`src/rtl/hpt_pkg.sv`:
```
package hpt_pkg;

    typedef enum logic [2:0] {
        ST_IDLE,
        ST_READ0,
        ST_READ1,
        ST_CHECK,
        ST_WRITEBACK,
        ST_DONE
    } hpt_state_e;

    typedef enum logic [1:0] {
        RES_GRANT = 2'd0,
        RES_DENY  = 2'd1,
        RES_MISS  = 2'd2,
        RES_CLASH = 2'd3
    } hpt_res_e;

    localparam logic [1:0]  ACC_LOAD  = 2'd0;
    localparam logic [1:0]  ACC_STORE = 2'd1;
    localparam logic [1:0]  ACC_FETCH = 2'd2;

    localparam int          VALID_BIT = 31;
    localparam int          HASH_BIT  = 6;
    localparam logic [31:0] TAG_MASK  = 32'h7FFF_FFBF;
    localparam logic [31:0] ATTR_MASK = 32'h0000_007B;
    localparam logic [31:0] REF_FLAG  = 32'h0000_0100;
    localparam logic [31:0] CHG_FLAG  = 32'h0000_0080;

endpackage

```
`src/rtl/hpt_rights.sv`:
```
module hpt_rights
    import hpt_pkg::*;
(
    input  logic       key,
    input  logic [1:0] pp,
    input  logic       no_exec,
    input  logic [1:0] acc,
    output logic       allow
);
    logic may_load;
    logic may_store;

    always_comb begin
        unique case ({key, pp})
            3'b000, 3'b001, 3'b010: begin may_load = 1'b1; may_store = 1'b1; end
            3'b011:                 begin may_load = 1'b1; may_store = 1'b0; end
            3'b100:                 begin may_load = 1'b0; may_store = 1'b0; end
            3'b101, 3'b111:         begin may_load = 1'b1; may_store = 1'b0; end
            3'b110:                 begin may_load = 1'b1; may_store = 1'b1; end
            default:                begin may_load = 1'b0; may_store = 1'b0; end
        endcase
        unique case (acc)
            ACC_LOAD:  allow = may_load;
            ACC_STORE: allow = may_store;
            ACC_FETCH: allow = may_load && !no_exec;
            default:   allow = 1'b0;
        endcase
    end
endmodule

```
`src/rtl/hpt_flags.sv`:
```
module hpt_flags
    import hpt_pkg::*;
#(
    parameter int WORD_W = 32
) (
    input  logic [WORD_W-1:0] word_in,
    input  logic              set_changed,
    output logic [WORD_W-1:0] word_out,
    output logic              dirty
);
    always_comb begin
        word_out = word_in | WORD_W'(REF_FLAG);
        if (set_changed) word_out = word_out | WORD_W'(CHG_FLAG);
        dirty = (word_out != word_in);
    end
endmodule

```
`src/rtl/hpt_group_search.sv`:
```
module hpt_group_search
    import hpt_pkg::*;
#(
    parameter int          ADDR_W    = 32,
    parameter int          SLOTS     = 8,
    parameter logic [31:0] PAGE_MASK = 32'hFFFF_F000,
    localparam int         SLOT_W    = (SLOTS > 1) ? $clog2(SLOTS) : 1
) (
    input  logic              clk,
    input  logic              rst_n,
    input  logic              start,
    input  logic [ADDR_W-1:0] grp_base,
    input  logic              sec_hash,
    input  logic [31:0]       vtag,
    input  logic              key,
    input  logic [1:0]        acc,
    input  logic              no_exec,
    output logic              mem_req,
    output logic              mem_we,
    output logic [ADDR_W-1:0] mem_addr,
    output logic [31:0]       mem_wdata,
    input  logic              mem_rvalid,
    input  logic [31:0]       mem_rdata,
    output logic              done,
    output logic [1:0]        result,
    output logic [31:0]       pte_word1,
    output logic [SLOT_W-1:0] slot
);
    localparam int          WORD_W      = 32;
    localparam int          ENTRY_SHIFT = 3;
    localparam int          GROUP_BYTES = SLOTS << ENTRY_SHIFT;
    localparam logic [31:0] CMP_MASK    = PAGE_MASK | ATTR_MASK;
    localparam logic [SLOT_W-1:0] LAST_SLOT = SLOT_W'(SLOTS - 1);

    hpt_state_e state_q, state_d;

    logic [ADDR_W-1:0] base_q;
    logic              hsel_q, key_q, nx_q;
    logic [1:0]        acc_q;
    logic [31:0]       tag_q;
    logic [SLOT_W-1:0] idx_q;
    logic [WORD_W-1:0] w0_q, w1_q, sel_w1_q, outw_q;
    logic [SLOT_W-1:0] sel_slot_q, outslot_q;
    logic              have_q;
    hpt_res_e          res_q, res_d;

    logic              cand, clash, allow, last, dirty;
    logic [WORD_W-1:0] pick_w1, upd_w1;
    logic [SLOT_W-1:0] pick_slot;

    hpt_rights u_rights (
        .key     (key_q),
        .pp      (w1_q[1:0]),
        .no_exec (nx_q),
        .acc     (acc_q),
        .allow   (allow)
    );

    hpt_flags #(.WORD_W(WORD_W)) u_flags (
        .word_in     (pick_w1),
        .set_changed (cand && allow && (acc_q == ACC_STORE)),
        .word_out    (upd_w1),
        .dirty       (dirty)
    );

    // slot evaluation
    always_comb begin
        cand = w0_q[VALID_BIT] && (w0_q[HASH_BIT] == hsel_q)
               && ((w0_q & TAG_MASK) == tag_q);
        clash     = cand && have_q && ((w1_q & CMP_MASK) != (sel_w1_q & CMP_MASK));
        last      = (idx_q == LAST_SLOT);
        pick_w1   = cand ? w1_q  : sel_w1_q;
        pick_slot = cand ? idx_q : sel_slot_q;
    end

    // next state
    always_comb begin
        state_d = state_q;
        res_d   = res_q;
        unique case (state_q)
            ST_IDLE:      if (start) state_d = ST_READ0;
            ST_READ0:     if (mem_rvalid) state_d = ST_READ1;
            ST_READ1:     if (mem_rvalid) state_d = ST_CHECK;
            ST_CHECK: begin
                if (clash) begin
                    res_d   = RES_CLASH;
                    state_d = ST_DONE;
                end else if (cand && allow) begin
                    res_d   = RES_GRANT;
                    state_d = dirty ? ST_WRITEBACK : ST_DONE;
                end else if (last) begin
                    if (have_q || cand) begin
                        res_d   = RES_DENY;
                        state_d = dirty ? ST_WRITEBACK : ST_DONE;
                    end else begin
                        res_d   = RES_MISS;
                        state_d = ST_DONE;
                    end
                end else begin
                    state_d = ST_READ0;
                end
            end
            ST_WRITEBACK: if (mem_rvalid) state_d = ST_DONE;
            ST_DONE:      state_d = ST_IDLE;
            default:      state_d = ST_IDLE;
        endcase
    end

    // state register
    always_ff @(posedge clk or negedge rst_n) begin
        if (!rst_n) state_q <= ST_IDLE;
        else        state_q <= state_d;
    end

    // datapath registers
    always_ff @(posedge clk or negedge rst_n) begin
        if (!rst_n) begin
            base_q     <= '0;
            hsel_q     <= 1'b0;
            key_q      <= 1'b0;
            nx_q       <= 1'b0;
            acc_q      <= ACC_LOAD;
            tag_q      <= '0;
            idx_q      <= '0;
            w0_q       <= '0;
            w1_q       <= '0;
            sel_w1_q   <= '0;
            sel_slot_q <= '0;
            have_q     <= 1'b0;
            res_q      <= RES_GRANT;
            outw_q     <= '0;
            outslot_q  <= '0;
        end else begin
            unique case (state_q)
                ST_IDLE: if (start) begin
                    base_q <= grp_base;
                    hsel_q <= sec_hash;
                    tag_q  <= vtag;
                    key_q  <= key;
                    acc_q  <= acc;
                    nx_q   <= no_exec;
                    idx_q  <= '0;
                    have_q <= 1'b0;
                end
                ST_READ0: if (mem_rvalid) w0_q <= mem_rdata;
                ST_READ1: if (mem_rvalid) w1_q <= mem_rdata;
                ST_CHECK: begin
                    if (cand && !clash) begin
                        sel_w1_q   <= w1_q;
                        sel_slot_q <= idx_q;
                        have_q     <= 1'b1;
                    end
                    if (state_d == ST_READ0) begin
                        idx_q <= idx_q + 1'b1;
                    end else begin
                        res_q <= res_d;
                        if (res_d == RES_GRANT || res_d == RES_DENY) begin
                            outw_q    <= upd_w1;
                            outslot_q <= pick_slot;
                        end else begin
                            outw_q    <= '0;
                            outslot_q <= '0;
                        end
                    end
                end
                ST_WRITEBACK, ST_DONE: ;
                default: ;
            endcase
        end
    end

    // outputs
    always_comb begin
        mem_req   = 1'b0;
        mem_we    = 1'b0;
        mem_addr  = '0;
        mem_wdata = '0;
        unique case (state_q)
            ST_READ0: begin
                mem_req  = 1'b1;
                mem_addr = base_q + (ADDR_W'(idx_q) << ENTRY_SHIFT);
            end
            ST_READ1: begin
                mem_req  = 1'b1;
                mem_addr = base_q + (ADDR_W'(idx_q) << ENTRY_SHIFT) + ADDR_W'(4);
            end
            ST_WRITEBACK: begin
                mem_req   = 1'b1;
                mem_we    = 1'b1;
                mem_addr  = base_q + (ADDR_W'(outslot_q) << ENTRY_SHIFT) + ADDR_W'(4);
                mem_wdata = outw_q;
            end
            ST_IDLE, ST_CHECK, ST_DONE: ;
            default: ;
        endcase
        done      = (state_q == ST_DONE);
        result    = res_q;
        pte_word1 = outw_q;
        slot      = outslot_q;
    end

    // ---------------- assertions ----------------
    assert_req_held_R1: assert property (@(posedge clk) disable iff (!rst_n)
        (mem_req && !mem_rvalid) |=> (mem_req && $stable(mem_addr) && $stable(mem_we)));

    assert_read_in_group_R1: assert property (@(posedge clk) disable iff (!rst_n)
        (mem_req && !mem_we) |-> ((mem_addr - base_q) < ADDR_W'(GROUP_BYTES)));

    assert_ref_written_R8: assert property (@(posedge clk) disable iff (!rst_n)
        (mem_req && mem_we) |-> (mem_wdata[8] && mem_addr[2:0] == 3'b100));

    assert_clash_no_write_R6: assert property (@(posedge clk) disable iff (!rst_n)
        (done && result == RES_CLASH) |-> !$past(mem_we));

    assert_miss_no_write_R7: assert property (@(posedge clk) disable iff (!rst_n)
        (done && result == RES_MISS) |-> (!$past(mem_we) && pte_word1 == '0));

    assert_done_pulse_R10: assert property (@(posedge clk) disable iff (!rst_n)
        done |=> !done);

    assert_busy_ignores_start_R10: assert property (@(posedge clk) disable iff (!rst_n)
        (mem_req && start) |=> (mem_req || done || state_q == ST_CHECK));

endmodule

```
`config.mk`:
```
export PLATFORM = sky130hd
export DESIGN_NAME = hpt_group_search
export DESIGN_NICKNAME = d
export VERILOG_FILES = /design/src/rtl/hpt_pkg.sv /design/src/rtl/hpt_rights.sv /design/src/rtl/hpt_flags.sv /design/src/rtl/hpt_group_search.sv
export SDC_FILE = /design/constraint.sdc
export NUM_CORES = 1
export LEC_CHECK = 0
export BUFFER_PORTS_ARGS = -buffer_cell sky130_fd_sc_hd__buf_4
export CAP_MARGIN = 20
export CORE_ASPECT_RATIO = 1.4
export CORE_UTILIZATION = 47
export DETAILED_ROUTE_END_ITERATION = 6
export MAX_ROUTING_LAYER = met4
export PLACE_DENSITY = 0.81
export SYNTH_ARGS = -nofsm -noshare
export SYNTH_HDL_FRONTEND = slang
export SYNTH_SLANG_ARGS = --single-unit
```
`constraint.sdc`:
```
create_clock -name clk -period 6.9 [get_ports clk]
set_clock_uncertainty 0.2 [all_clocks]
set_input_delay 1.035 -clock clk [delete_from_list [all_inputs] [get_ports clk]]
set_output_delay 1.035 -clock clk [all_outputs]
set_load 0.01 [all_outputs]
```
* Yosys cells after proc, flatten, opt, wreduce, memory -nomap -nowiden
Memories as Yosys holds them, arrays and structs flattened. Cells that the tools add are included.
Cells by class: reductions and logical operators 24, equal/unequal tests 17, multiply operators 0, shift-type cells 0, muxes and demuxes 31, bitwise gates (word level) 1, $lt $le $gt $ge 0, div/mod/pow operators 0, add/sub/neg operators 5
Operator list (number):
- $mux W32 | 3
- $pmux W32 S3 | 1
- $add A32 B3 Y32 const B | 2
- $add A32 B6 Y32 | 2
- $mux W3 | 11
- $eq A31 B32 Y1 | 1
- $ne A32 B32 Y1 | 1
- $ne A26 B26 Y1 | 1
- $pmux W3 S5 | 1
- $mux W2 | 5
- $reduce_and A2 Y1 | 5
- $eq A3 B3 Y1 const B | 3
- $logic_and A1 B1 Y1 | 8
- $mux W8 | 1
- $eq A3 B1 Y1 const B | 2
- $eq A3 B2 Y1 const B | 2
- $mux W1 | 6
- $ne A2 B2 Y1 const B | 3
- $pmux W3 S2 | 1
- $reduce_and A3 Y1 | 2
- $eq A2 B1 Y1 const B | 2
- $logic_not A2 Y1 | 2
- $add A3 B1 Y3 const B | 1
- $logic_not A3 Y1 | 1
- other kinds (9) | 11
Word-level totals: bits of input ports 105, ROM bits 16, word-level logic and storage cells 95, bits in latches 0, register bits after elaboration 212, memories 1, output and inout bits 104, RAM bits 0
Memory list:
- (no name shown) | words 8, bits a word 2, read ports 1, clocked after memory_dff 0, wr ports 0, line hpt_rights.sv:14 | unique case ({key, pp})

* Logic depth before layout (Yosys ltp)
Gate-level depths: netlist of the first run.
word-level depth 16, mapped depth 11, depth with buffers taken out 10

* By module
From an unflattened synthesis of the first run, not the netlist that was laid out.
Second synthesis, totals: cell total of the unflattened synthesis 1236, area, all modules 12304.3 um^2
By module, submodules not included:
- hpt_group_search | instances 1, cells an instance 1197, area an instance 12022.8 um^2
- hpt_flags | instances 1, cells an instance 35, area an instance 251.5 um^2
- hpt_rights | instances 1, cells an instance 4, area an instance 30.0 um^2

* Least setup slack after synthesis of the first run
No wires, ideal clock.
path type reg-to-output, from reg idx_q[0], to out mem_addr[23], data required time 5.665 ns, path slack 2.697 ns, data arrival time 2.968 ns, path buffers 0, cell stages (with the launch flop) 11, cell sequence dfrtp_1 -> ha_1 -> fa_1 -> a21oi_1 -> nor3_1 -> xnor2_1 -> nor4_2 -> nand4_1 -> nor4_1 -> xnor2_1 -> o21ai_1
Between the ends: word-level cells in the longest chain between the ends 3
RTL lines:
- start: declaration | line hpt_group_search.sv:41 | logic [SLOT_W-1:0] idx_q;
- start signal: assignment | line hpt_group_search.sv:154 | idx_q <= idx_q + 1'b1;
- $add A32 B6 Y32 (*) | line hpt_group_search.sv:181, hpt_group_search.sv:185
- $add A32 B3 Y32 | line hpt_group_search.sv:185 | mem_addr = base_q + (ADDR_W'(idx_q) << ENTRY_SHIFT) + ADDR_W'(4);
- $pmux W32 S3 (*) | line hpt_group_search.sv:178 | unique case (state_q)
- end: declaration | line hpt_group_search.sv:20 | output logic [ADDR_W-1:0] mem_addr,
Mark *: on every way between the ends. The rest lies on a longest branch, timed or not.

* Worst setup path in the final report of the first run
from reg idx_q[0], to out mem_addr[30]
The elaborated chain is that of the path after synthesis.

==> summary.txt, run 1 <==
Timing
  • Worst slew pin tran: 1.11 ns
  • Final-report max-slew violation count: 0
  • Max frequency: 182 MHz
  • Final Worst Setup Slack: roughly 1.4 ns
  • Slew HR: 0.254
  • Period minus WS final: approximately 5.5 ns
  • Unrepaired setup endpoints after global routing: no
  • Fin crit share: 0.795
  • Fin. Hold Viols: 0
  • Fin Setup TNS: 0 ns
  • Hold slack: approximately 0.3 ns
  • Final setup viols: 0

Drt
  • First DRT Iteration DRCs: 410
  • DR vias: roughly 9200
  • Routed Antenna Nets: 0
  • Avg WL per Cell: about 21 um
  • First-pass iteration count of the detailed router: 4
  • Vias per cell: slightly below 6
  • WL final: ~33000 um
  • Remaining DRCs: 0

Floorplanning
  • Die H: 189 um
  • Die ar.: about 26000 um2
  • Num rows: a little under 70
  • Core ar.: approximately 25000 um2
  • Initial Util: 0.478
  • Die width: ~140 um
  • Num ports: between 200 and 250

Clock tree
  • # H-tree levels: 1
  • Resize count post-CTS: 0
  • CTS root buf: clkbuf_16
  • Clock Path Buffers: 3
  • Post-CTS setup buffers: 0
  • Clock-pin slew on the worst setup and hold paths: 0.06 ns
  • # hold bufs at CTS: 0
  • Clk sinks: between 200 and 250
  • Clock latency on the worst-skew pair: 0.51 ns
  • CTS Buf Count: 23
  • TritonCTS clock tree: done

Final layout
  • Area Growth Syn to Fin: 22.1%
  • Fin nets: roughly 1400
  • Most frequent cells in the layout: buf_4, dfrtp_1, mux2_2
  • Commonest non-fill, non-tap cell in the layout: buf_4
  • Cell area after layout: 14400 um2
  • Antenna cells: 0
  • Post-Layout Cell Count: around 1600
  • Finished Core Util: 0.584
  • Layout cells sized above 1: 0.352

Setup path
  • Critical Path AT: between 4 and 5 ns
  • Crit path kind: flip-flop to output pin
  • Worst setup EP type: output pin
  • Type of origin of the critical path: flip-flop
  • Max FO, Critical Path: 8
  • Critical Path RT: 5.66 ns

Flow run
  • Maxcap violations: 0

Global route
  • First-pass GRT wire length: just over 50000 um
  • Grt ovf: 0
  • Initial antenna violation count: 0
  • Global Route Usage Sum: 0.267
  • Pin count of the biggest net entering global routing: 86
  • Number of global-route vias before repair: around 9100

Placement
  • Placed Area: about 14000 um2
  • Place WS: between 1.5 and 2 ns
  • Gpl congestion: 0.957
  • Placed insts: 1545
  • Port bufs: roughly 210
  • DP Wirelength: roughly 24000 um

Logic synthesis
  • Area contributors post-synth: dfrtp_1, mux2_2, xor2_1
  • Dominant synthesized flop cell: dfrtp_1
  • Cell variety after synth: 67
  • Sequential share of the synthesized area: 0.451
  • Register bit total from synthesis: approximately 210
  • Async set or reset register ratio after synthesis: 1.00
  • Avg Cell Area, Syn: between 10 and 15 um2
  • Syn Nets: 1192
  • Number of flops mapped to enable cells by yosys: 0
  • Post-Syn Area: around 12000 um2
  • Area share of the largest cell type after synthesis: 0.451
  • Warnings, synthesis: 0
  • Area leader, netlist: dfrtp_1
  • Cells after synthesis: roughly 1100

Power and ir drop
  • Total design power: about 5.7 mW
  • P per Cell Area: slightly below 400 nW/um2
  • Pleak: 6.64 nW
  • VDD IR max: 0.248 mV

Hold path
  • Min-delay worst type: flip-flop to flip-flop

Outcome
  • Status: finished, final reports clean
[sequential cells by signal, indices dropped and copies added (netlist names), 32 cells and up]
signal,count
base_q,32
pte_word1,32
sel_w1_q,32
tag_q,32
w0_q,32
w1_q,32
[Yosys cell counts (33+ instances only)]
cell and n:
xor2_1 68, a22o_1 37, mux2_2 161, xnor2_1 54
o21ai_0 42, nor2_1 65, dfrtp_1 212, mux2i_1 33
nand2_1 56, clkbuf_1 41, and3_1 35
[area by class of cell]
class                   instances  area, um2
flip-flops and latches        212       5310
clock buffers                  29        638
clock inverters                12        150
multi-input cells             778       6120
inverters                      19       71.3
well taps                     315        394
fillers                      2076      10200
repair buffers                222       1680
[per-layer routing]
layer | up-vias | share of wire | track usage
met4 | 0 | 0.044 | 0.119
met3 | 83 | 0.045 | 0.0260
met2 | 323 | 0.51 | 0.449
met1 | 4528 | 0.40 | 0.322
met5 | - | 0 | -
li1 | 4238 | - | -
[critical path, cell delays in order, from the launching register on]
cell and delay [ns]:
dfrtp_1 0.44, ha_1 0.25, fa_1 0.47, a21o_1 0.25, a2111oi_0 0.41, o21ai_0 0.20
a211oi_2 0.34, nand4_1 0.46, nor3_1 0.36, xor2_1 0.16, o221ai_1 0.19, buf_4 0.21
[where the power goes]
part	leakage [nW]	switching [mW]	internal, mW
sequential	2.67	0.511	1.66
combinational	3.57	1.11	1.10
clock	0.395	0.510	0.771
total	6.64	2.13	3.53
[logic make-up (layout without fill, tap and decap cells)]
kind of cell / after synthesis / count (layout) / share of synthesized area
compound gates: 168 / 168 / 0.102
simple gates: 283 / 283 / 0.130
mux: 194 / 194 / 0.182
fa+ha+maj: 11 / 11 / 0.0130
buf+inv: 86 / 282 / 0.0312
flops: 212 / 212 / 0.451
xor+xnor: 122 / 122 / 0.0909
[final timing paths]
| path | end | startpoint | slack, ns | depth (start not counted) |
|---|---|---|---|---|
| min reg2reg | base_q[0]$_DFFE_PN0P_ | base_q[0]$_DFFE_PN0P_ | 0.30 | 1 |
| min | base_q[0]$_DFFE_PN0P_ | base_q[0]$_DFFE_PN0P_ | 0.30 | 1 |
| max | mem_addr[30] | idx_q[0]$_DFFE_PN0P_ | 1.42 | 11 |
| max in group asynchronous | pte_word1[11]$_DFFE_PN0P_ | rst_n | 4.67 | 2 |
| min in group asynchronous | acc_q[1]$_DFFE_PN0P_ | rst_n | 0.37 | 1 |
| max reg2reg | pte_word1[8]$_DFFE_PN0P_ | w1_q[15]$_DFFE_PN0P_ | 2.84 | 8 |
No activity file was read; power rests on OpenSTA's default activity.
==> run 2: changes to the inputs <==
--- a/config.mk
+++ b/config.mk
@@ -5,13 +5,14 @@
 export SDC_FILE = /design/constraint.sdc
 export NUM_CORES = 1
 export LEC_CHECK = 0
+export ABC_AREA = 1
 export BUFFER_PORTS_ARGS = -buffer_cell sky130_fd_sc_hd__buf_4
 export CAP_MARGIN = 20
 export CORE_ASPECT_RATIO = 1.4
 export CORE_UTILIZATION = 47
 export DETAILED_ROUTE_END_ITERATION = 6
 export MAX_ROUTING_LAYER = met4
-export PLACE_DENSITY = 0.81
+export PLACE_DENSITY = 0.8
 export SYNTH_ARGS = -nofsm -noshare
 export SYNTH_HDL_FRONTEND = slang
 export SYNTH_SLANG_ARGS = --single-unit
==> constraint.sdc (replaced) <==
create_clock -name clk -period 5.1 [get_ports clk]
set_clock_uncertainty 0.2 [all_clocks]
set_input_delay 0.765 -clock clk [delete_from_list [all_inputs] [get_ports clk]]
set_output_delay 0.765 -clock clk [all_outputs]
set_load 0.01 [all_outputs]
==> run 2 against run 1 <==
Against the previous run: clock power increased by 18%; worst hold slack worse by 0.12 ns; sequential power is 23% higher; die area grew 7.0%; register-to-register slack got worse by 0.76 ns; utilization down 0.69 points; critical endpoint is now mem_addr[14]; design area is 5.2% higher; largest cell class unchanged.
==> summary.txt, run 2 <==
Outcome
  • Status: finished, final reports clean

Power and ir drop
  • Pleak: 7.43 nW (+12%)
  • Sw Ratio: 0.425 (+0.0486)
  • VDD IR max: 0.334 mV (+35%)
  • Sw power: 3.08 mW (+45%)
  • Logic gate share of total power: 0.426 (+0.036)
  • Total design power: 7.25 mW (+28%)
  • Pint: 4.17 mW (+18%)
  • Seq pwr share: 0.367 (-0.017)
  • P per Cell Area: 480 nW/um2 (+22%)
  • Clk pwr share: 0.208 (-0.018)

Clock tree
  • Post-CTS setup buffers: 0 (unchanged)
  • Clock latency on the worst-skew pair: 0.50 ns (about the same)
  • Clock-pin slew on the worst setup and hold paths: 0.07 ns (about the same)
  • # hold bufs at CTS: 0 (unchanged)
  • CTS Buf Count: 20 (-13%)
  • Resize count post-CTS: 0 (unchanged)
  • Clk sinks: 212 (unchanged)
  • Clock Path Buffers: 3 (unchanged)
  • TritonCTS clock tree: done
  • # H-tree levels: 1 (unchanged)
  • CTS root buf: clkbuf_16

Final layout
  • Commonest non-fill, non-tap cell in the layout: nand2_1
  • Fin nets: 2075 (+51%)
  • Area Growth Syn to Fin: 20.0%
  • Finished Core Util: 0.577 (-0.00689)
  • Antenna cells: 0 (unchanged)
  • Filler cell count: 2439 (+17%)
  • Area occupied by multi-input gates: 6120 um2 (+0.12%)
  • Sequential standard cell area: 5310 um2 (unchanged)
  • Most frequent cells in the layout: nand2_1, inv_1, buf_4
  • Cell area after layout: 15100 um2 (+5.2%)
  • Layout cells sized above 1: 0.178 (-0.174)
  • Post-Layout Cell Count: 2296 (+45%)

Hold path
  • Min-delay worst type: input port to asynchronous set/reset pin

Logic synthesis
  • Cells after synthesis: 1773 (+65%)
  • Area contributors post-synth: dfrtp_1, nand2_1, o21ai_0
  • Syn Nets: 1889 (+58%)
  • Post-synth top cells: nand2_1, inv_1, dfrtp_1
  • Area share of the largest cell type after synthesis: 0.421 (-0.0298)
  • Avg Cell Area, Syn: 7.10 um2 (-35%)
  • Register bit total from synthesis: 212 (unchanged)
  • Dominant synthesized flop cell: dfrtp_1
  • Most frequent cell after synthesis: nand2_1
  • Sequential share of the synthesized area: 0.421 (-0.0298)
  • Async set or reset register ratio after synthesis: 1.00 (unchanged)
  • Post-Syn Area: 12600 um2 (+7.1%)
  • Area leader, netlist: dfrtp_1
  • Warnings, synthesis: 0 (unchanged)
  • Cell variety after synth: 47 (-30%)
  • Number of flops mapped to enable cells by yosys: 0 (unchanged)

Timing
  • Period minus WS final: around 4.6 ns
  • Slew HR: 0.366 (+0.112)
  • Final-report max-slew violation count: 0 (unchanged)
  • Final setup viols: 0 (unchanged)
  • Max frequency: around 220 MHz
  • Fin Setup TNS: 0 ns (unchanged)
  • Fin crit share: 0.907
  • Unrepaired setup endpoints after global routing: no
  • Worst slew pin tran: 0.951 ns (-0.161 ns)
  • Fin. Hold Viols: 0 (unchanged)

Placement
  • Placed Area: 14500 um2 (+6.7%)
  • Port bufs: 208 (unchanged)
  • Placed insts: 2261 (+46%)
  • DP Wirelength: 29200 um (+20%)
  • Gpl congestion: 0.964 (+0.75%)

Setup path
  • Type of origin of the critical path: flip-flop
  • Cells along the critical path: ha_1 > fa_1 > nand2_1 > nand2_1 > nand2_4 > nor2_8 > nand2_2 > xor2_1 > nand2_1 > inv_1 > nand2_1 > nor3_2 > o21ai_0 > o211ai_1 > buf_4
  • Crit path kind: flip-flop to output pin
  • Critical Path AT: 3.66 ns (-0.59 ns)
  • Worst setup EP type: output pin
  • CP max-delay cell: fa_1
  • Critical Path RT: 4.14 ns (-1.52 ns)
  • Crit path max-delay family: simple AND/OR/NAND/NOR gates
  • Max FO, Critical Path: 5 (-3)
  • Max incr delay on CP: 0.42 ns (-0.05 ns)
  • Crit-path most repeated cell: nand2_1
  • WP buf/inv: 2 (+1)

Drt
  • Remaining DRCs: 0 (unchanged)
  • DR vias: 12100 (+32%)
  • Routed Antenna Nets: 0 (unchanged)
  • Avg WL per Cell: 16.7 um (-19%)
  • First-pass iteration count of the detailed router: 5 (+1)
  • First DRT Iteration DRCs: 804 (+96%)
  • WL final: 38400 um (+17%)
  • Vias per cell: 5.26 (-9.1%)

Global route
  • Pin count of the biggest net entering global routing: 117 (+36%)
  • Global Route Usage Sum: 0.291 (+0.0242)
  • Initial antenna violation count: 0 (unchanged)
  • Grt ovf: 0 (unchanged)
  • First-pass GRT wire length: 60800 um (+19%)
  • Number of global-route vias before repair: 11800 (+29%)

Flow run
  • Maxcap violations: 0 (unchanged)

Floorplanning
  • Num ports: 209 (unchanged)
  • Initial Util: 0.481 (+0.00253)
  • Core ar.: 26200 um2 (+6.5%)
  • Die width: 140 um (+3.4%)
  • Num rows: 70 (+2.9%)
  • Die ar.: 27400 um2 (+7.0%)
  • Die H: 196 um (+3.4%)
## run 2: area by class of cell
type	count	share of cell area
Clock buffer	29	0.0394
Clock inverter	6	0.00389
Inverter	250	0.0622
Multi-Input combinational cell	1252	0.405
Sequential cell	212	0.351
Tap cell	324	0.0268
Timing Repair Buffer	223	0.111
## run 2: layer usage
metal / vias up / share of wire / wire (um) / global-route usage
met5: - / 0 / 0 / -
met4: 0 / 0.035 / 1350 / 0.105
met3: 78 / 0.041 / 1570 / 0.0211
met2: 338 / 0.53 / 20300 / 0.530
met1: 5708 / 0.40 / 15200 / 0.334
li1: 5944 / - / - / -
## run 2: metrics by stage
step / setup WS [ns] / hold WS (ns)
2_1_floorplan: 1.69 / 0.244
3_3_place_gp: 1.11 / 0.262
3_5_place_dp: 1.05 / 0.270
4_1_cts: 0.528 / 0.244
5_1_grt: 0.263 / 0.260
6_report: 0.473 / 0.180
## run 2: kinds of logic (layout without fill, tap and decap cells)
family / Yosys count / count (layout) / synth area share
AND/OR/NAND/NOR: 898 / 898 / 0.298
adder cells (fa/ha/maj): 11 / 11 / 0.0121
AO/OA/AOI/OAI: 293 / 293 / 0.136
buffers and inverters: 309 / 508 / 0.0933
XOR/XNOR: 40 / 40 / 0.0302
flip-flops: 212 / 212 / 0.421
multiplexers: 10 / 10 / 0.00895
## run 2: final timing paths
kind | startpoint | slack, ns | depth (start not counted) | to
max in group asynchronous | rst_n | 3.34 | 2 | w0_q[11]$_DFFE_PN0P_
setup reg to reg | tag_q[6]$_DFFE_PN0P_ | 2.08 | 16 | pte_word1[23]$_DFFE_PN0P_
min in group clk | vtag[8] | 0.27 | 3 | tag_q[8]$_DFFE_PN0P_
hold reg to reg | sel_w1_q[11]$_DFFE_PN0P_ | 0.29 | 2 | sel_w1_q[11]$_DFFE_PN0P_
hold / removal | rst_n | 0.18 | 1 | w1_q[17]$_DFFE_PN0P_
setup / recovery | base_q[3]$_DFFE_PN0P_ | 0.47 | 15 | mem_addr[14]
## run 2: power by group through the flow
stage / sequential (mW) / combinational [mW] / clock (mW)
final: 2.66 / 3.09 / 1.51
after global routing: 2.72 / 3.48 / 1.59
after CTS: 2.65 / 3.10 / 1.53
after detailed placement: 2.67 / 3.07 / 0
after global placement: 2.64 / 3.00 / 0
after floorplan: 2.56 / 2.10 / 0
==> run 3: changes to the inputs <==
==> constraint.sdc (replaced) <==
create_clock -name clk -period 5.1 [get_ports clk]
set_clock_uncertainty 0.2 [all_clocks]
set_input_delay 0.255 -clock clk [delete_from_list [all_inputs] [get_ports clk]]
set_output_delay 0.255 -clock clk [all_outputs]
set_load 0.01 [all_outputs]
==> run 3 against run 2 <==
Against the previous run: maximum frequency increased by 14%; sequential power about the same; total power increased by 3.2%; global-route usage increased by 0.29 points; non-clock buffer count increased by 97; die area unchanged; first-iteration DRC count increased by 7.8%; via count increased by 5.0%; critical path type unchanged; largest power group unchanged.
==> summary.txt, run 3 (synthesis results as in run 2) <==
Final layout
  • Commonest non-fill, non-tap cell in the layout: nand2_1
  • Layout cells sized above 1: 0.170 (-0.00779)
  • Fin nets: 2174 (+4.8%)
  • Antenna cells: 0 (unchanged)
  • Most frequent cells in the layout: nand2_1, inv_1, buf_4
  • Finished Core Util: 0.619 (+0.0423)
  • Area Growth Syn to Fin: 28.8%
  • Filler cell count: 2220 (-9.0%)

Placement
  • DP Wirelength: 27600 um (-5.5%)
  • Gpl congestion: 1.02 (+6.1%)
  • Port bufs: 208 (unchanged)

Drt
  • WL final: 38600 um (+0.47%)
  • First DRT Iteration DRCs: 867 (+7.8%)
  • First-pass iteration count of the detailed router: 7 (+2)
  • Remaining DRCs: 0 (unchanged)
  • DR vias: 12700 (+5.0%)
  • Routed Antenna Nets: 0 (unchanged)
  • Vias per cell: 5.28 (+0.49%)
  • Avg WL per Cell: 16.1 um (-3.8%)

Timing
  • Unrepaired setup endpoints after global routing: no
  • Fin. Hold Viols: 0 (unchanged)
  • Final-report max-slew violation count: 0 (unchanged)
  • Worst slew pin tran: 0.952 ns (+0.00140 ns)
  • Fin crit share: 0.796 (-0.112)
  • Max frequency: 246 MHz (+14%)
  • Fin Setup TNS: 0 ns (unchanged)
  • Final setup viols: 0 (unchanged)
  • Slew HR: 0.363 (-0.00318)
  • Period minus WS final: 4.06 ns (-0.570 ns)
  • Hold slack: 0.00418 ns (-0.176 ns)

Setup path
  • Crit path kind: flip-flop to output pin
  • Worst R2R Start: w0_q[29]$_DFFE_PN0P_
  • Crit-path most repeated cell: nand2_1
  • Worst setup EP type: output pin
  • Type of origin of the critical path: flip-flop
  • Critical Path AT: 3.60 ns (-0.06 ns)
  • Cells along the critical path: ha_1 > fa_1 > xor2_1 > inv_1 > nor2_1 > nand2_2 > nor2_4 > nand2_1 > nor2_4 > nand2_1 > nor2_2 > nand2_1 > nor2_2 > nand2_1 > nand3_1 > nand3_1 > buf_4
  • Worst R2R Setup Slack: 1.66 ns (-0.42 ns)
  • Max FO, Critical Path: 5 (unchanged)
  • Critical Path RT: 4.64 ns (+0.50 ns)
  • R2R Path End: pte_word1[8]$_DFFE_PN0P_
  • Max incr delay on CP: 0.42 ns (about the same)
  • Reg2Reg Depth: 16 (unchanged)
  • CP max-delay cell: dfrtp_1

Global route
  • Number of global-route vias before repair: 12600 (+6.8%)
  • Pin count of the biggest net entering global routing: 161 (+38%)
  • First-pass GRT wire length: 62000 um (+2.1%)
  • Grt ovf: 0 (unchanged)
  • Global Route Usage Sum: 0.294 (+0.00292)
  • Initial antenna violation count: 0 (unchanged)

Floorplanning
  • Die width: 140 um (unchanged)
  • Die ar.: 27400 um2 (unchanged)
  • Die H: 196 um (unchanged)
  • Num rows: 70 (unchanged)
  • Initial Util: 0.481 (unchanged)
  • Num ports: 209 (unchanged)
  • Core ar.: 26200 um2 (unchanged)

Clock tree
  • Clock latency on the worst-skew pair: 0.52 ns (+0.02 ns)
  • # H-tree levels: 1 (unchanged)
  • TritonCTS clock tree: done
  • CTS root buf: clkbuf_16
  • Clock Path Buffers: 3 (unchanged)
  • Resize count post-CTS: 0 (unchanged)
  • Clk sinks: 212 (unchanged)
  • Post-CTS setup buffers: 0 (unchanged)
  • CTS Buf Count: 22 (+10%)
  • Clock-pin slew on the worst setup and hold paths: 0.06 ns (about the same)

Power and ir drop
  • Pleak: 7.89 nW (+6.2%)
  • VDD IR max: 0.368 mV (+10%)
  • P per Cell Area: 461 nW/um2 (-3.9%)

Flow run
  • Maxcap violations: 0 (unchanged)

Outcome
  • Status: finished, final reports clean

Hold path
  • Min-delay worst type: input port to flip-flop
  • Hold endpoint: idx_q[0]$_DFFE_PN0P_
  • Hold Path Stages: 6
  • HP Start: mem_rvalid
-- run 3: cell count changes in the layout (fill, tap and decap cells not counted), moves of 2 or more --
cell           before  now
dlygate4sd3_1       0  102
buf_4             222  216
bufinv_16           1    3
clkbuf_1            4    2
-- run 3: worst max path at each step --
stage / endpoint / start / slack [ns] / cells past startpoint
floorplan: mem_addr[25] / base_q[3]$_DFFE_PN0P_ / 2.20 / 16
global placement: mem_addr[22] / base_q[3]$_DFFE_PN0P_ / 1.77 / 17
detailed placement: mem_addr[22] / idx_q[0]$_DFFE_PN0P_ / 1.67 / 17
CTS: mem_addr[22] / base_q[3]$_DFFE_PN0P_ / 1.10 / 17
global route: mem_addr[24] / base_q[2]$_DFFE_PN0P_ / 0.84 / 16
finish: mem_addr[20] / idx_q[0]$_DFFE_PN0P_ / 1.04 / 17
-- run 3: per-stage QoR --
step / cell area [um2] / total power [mW] / setup WS (ns) / instances
after floorplan: 12600 / 4.66 / 2.20 / 1773
after global placement: 14400 / 5.56 / 1.77 / 2256
after detailed placement: 14400 / 5.67 / 1.67 / 2256
after CTS: 16200 / 7.46 / 1.10 / 2398
after global routing: 16200 / 8.01 / 0.837 / 2398
final: 16200 / 7.48 / 1.04 / 2398
-- run 3: per-layer routing --
layer | global-route usage | wire length [um]
met2 | 0.519 | 20100
met3 | 0.0324 | 1890
met1 | 0.328 | 14700
met4 | 0.147 | 1880
met5 | - | 0
-- run 3: what timing repair did --
item,in CTS,in global routing
hold endpoints to repair,185,0
hold buffers,102,0
endpoints found under the setup margin,0,0
-- run 3: layout make-up --
type,instances,area (um2),share of cell area
Tap cell,324,405,0.0250
Sequential cell,212,5310,0.327
Multi-Input combinational cell,1252,6120,0.378
Clock inverter,13,168,0.0103
Clock buffer,27,599,0.0370
Inverter,250,940,0.0579
Timing Repair Buffer,320,2680,0.165
-- run 3: critical path, delay by kind of cell (launching register included) --
family | cells | cell delay, ns
XOR/XNOR | 1 | 0.18
adder cells (fa/ha/maj) | 2 | 0.65
buffers and inverters | 2 | 0.25
flip-flops | 1 | 0.42
AND/OR/NAND/NOR | 12 | 1.56
-- run 3: report_power, final --
part / switching (mW) / internal (mW)
clock: 0.701 / 1.00
sequential: 0.443 / 2.21
combinational: 1.99 / 1.14
total: 3.13 / 4.35
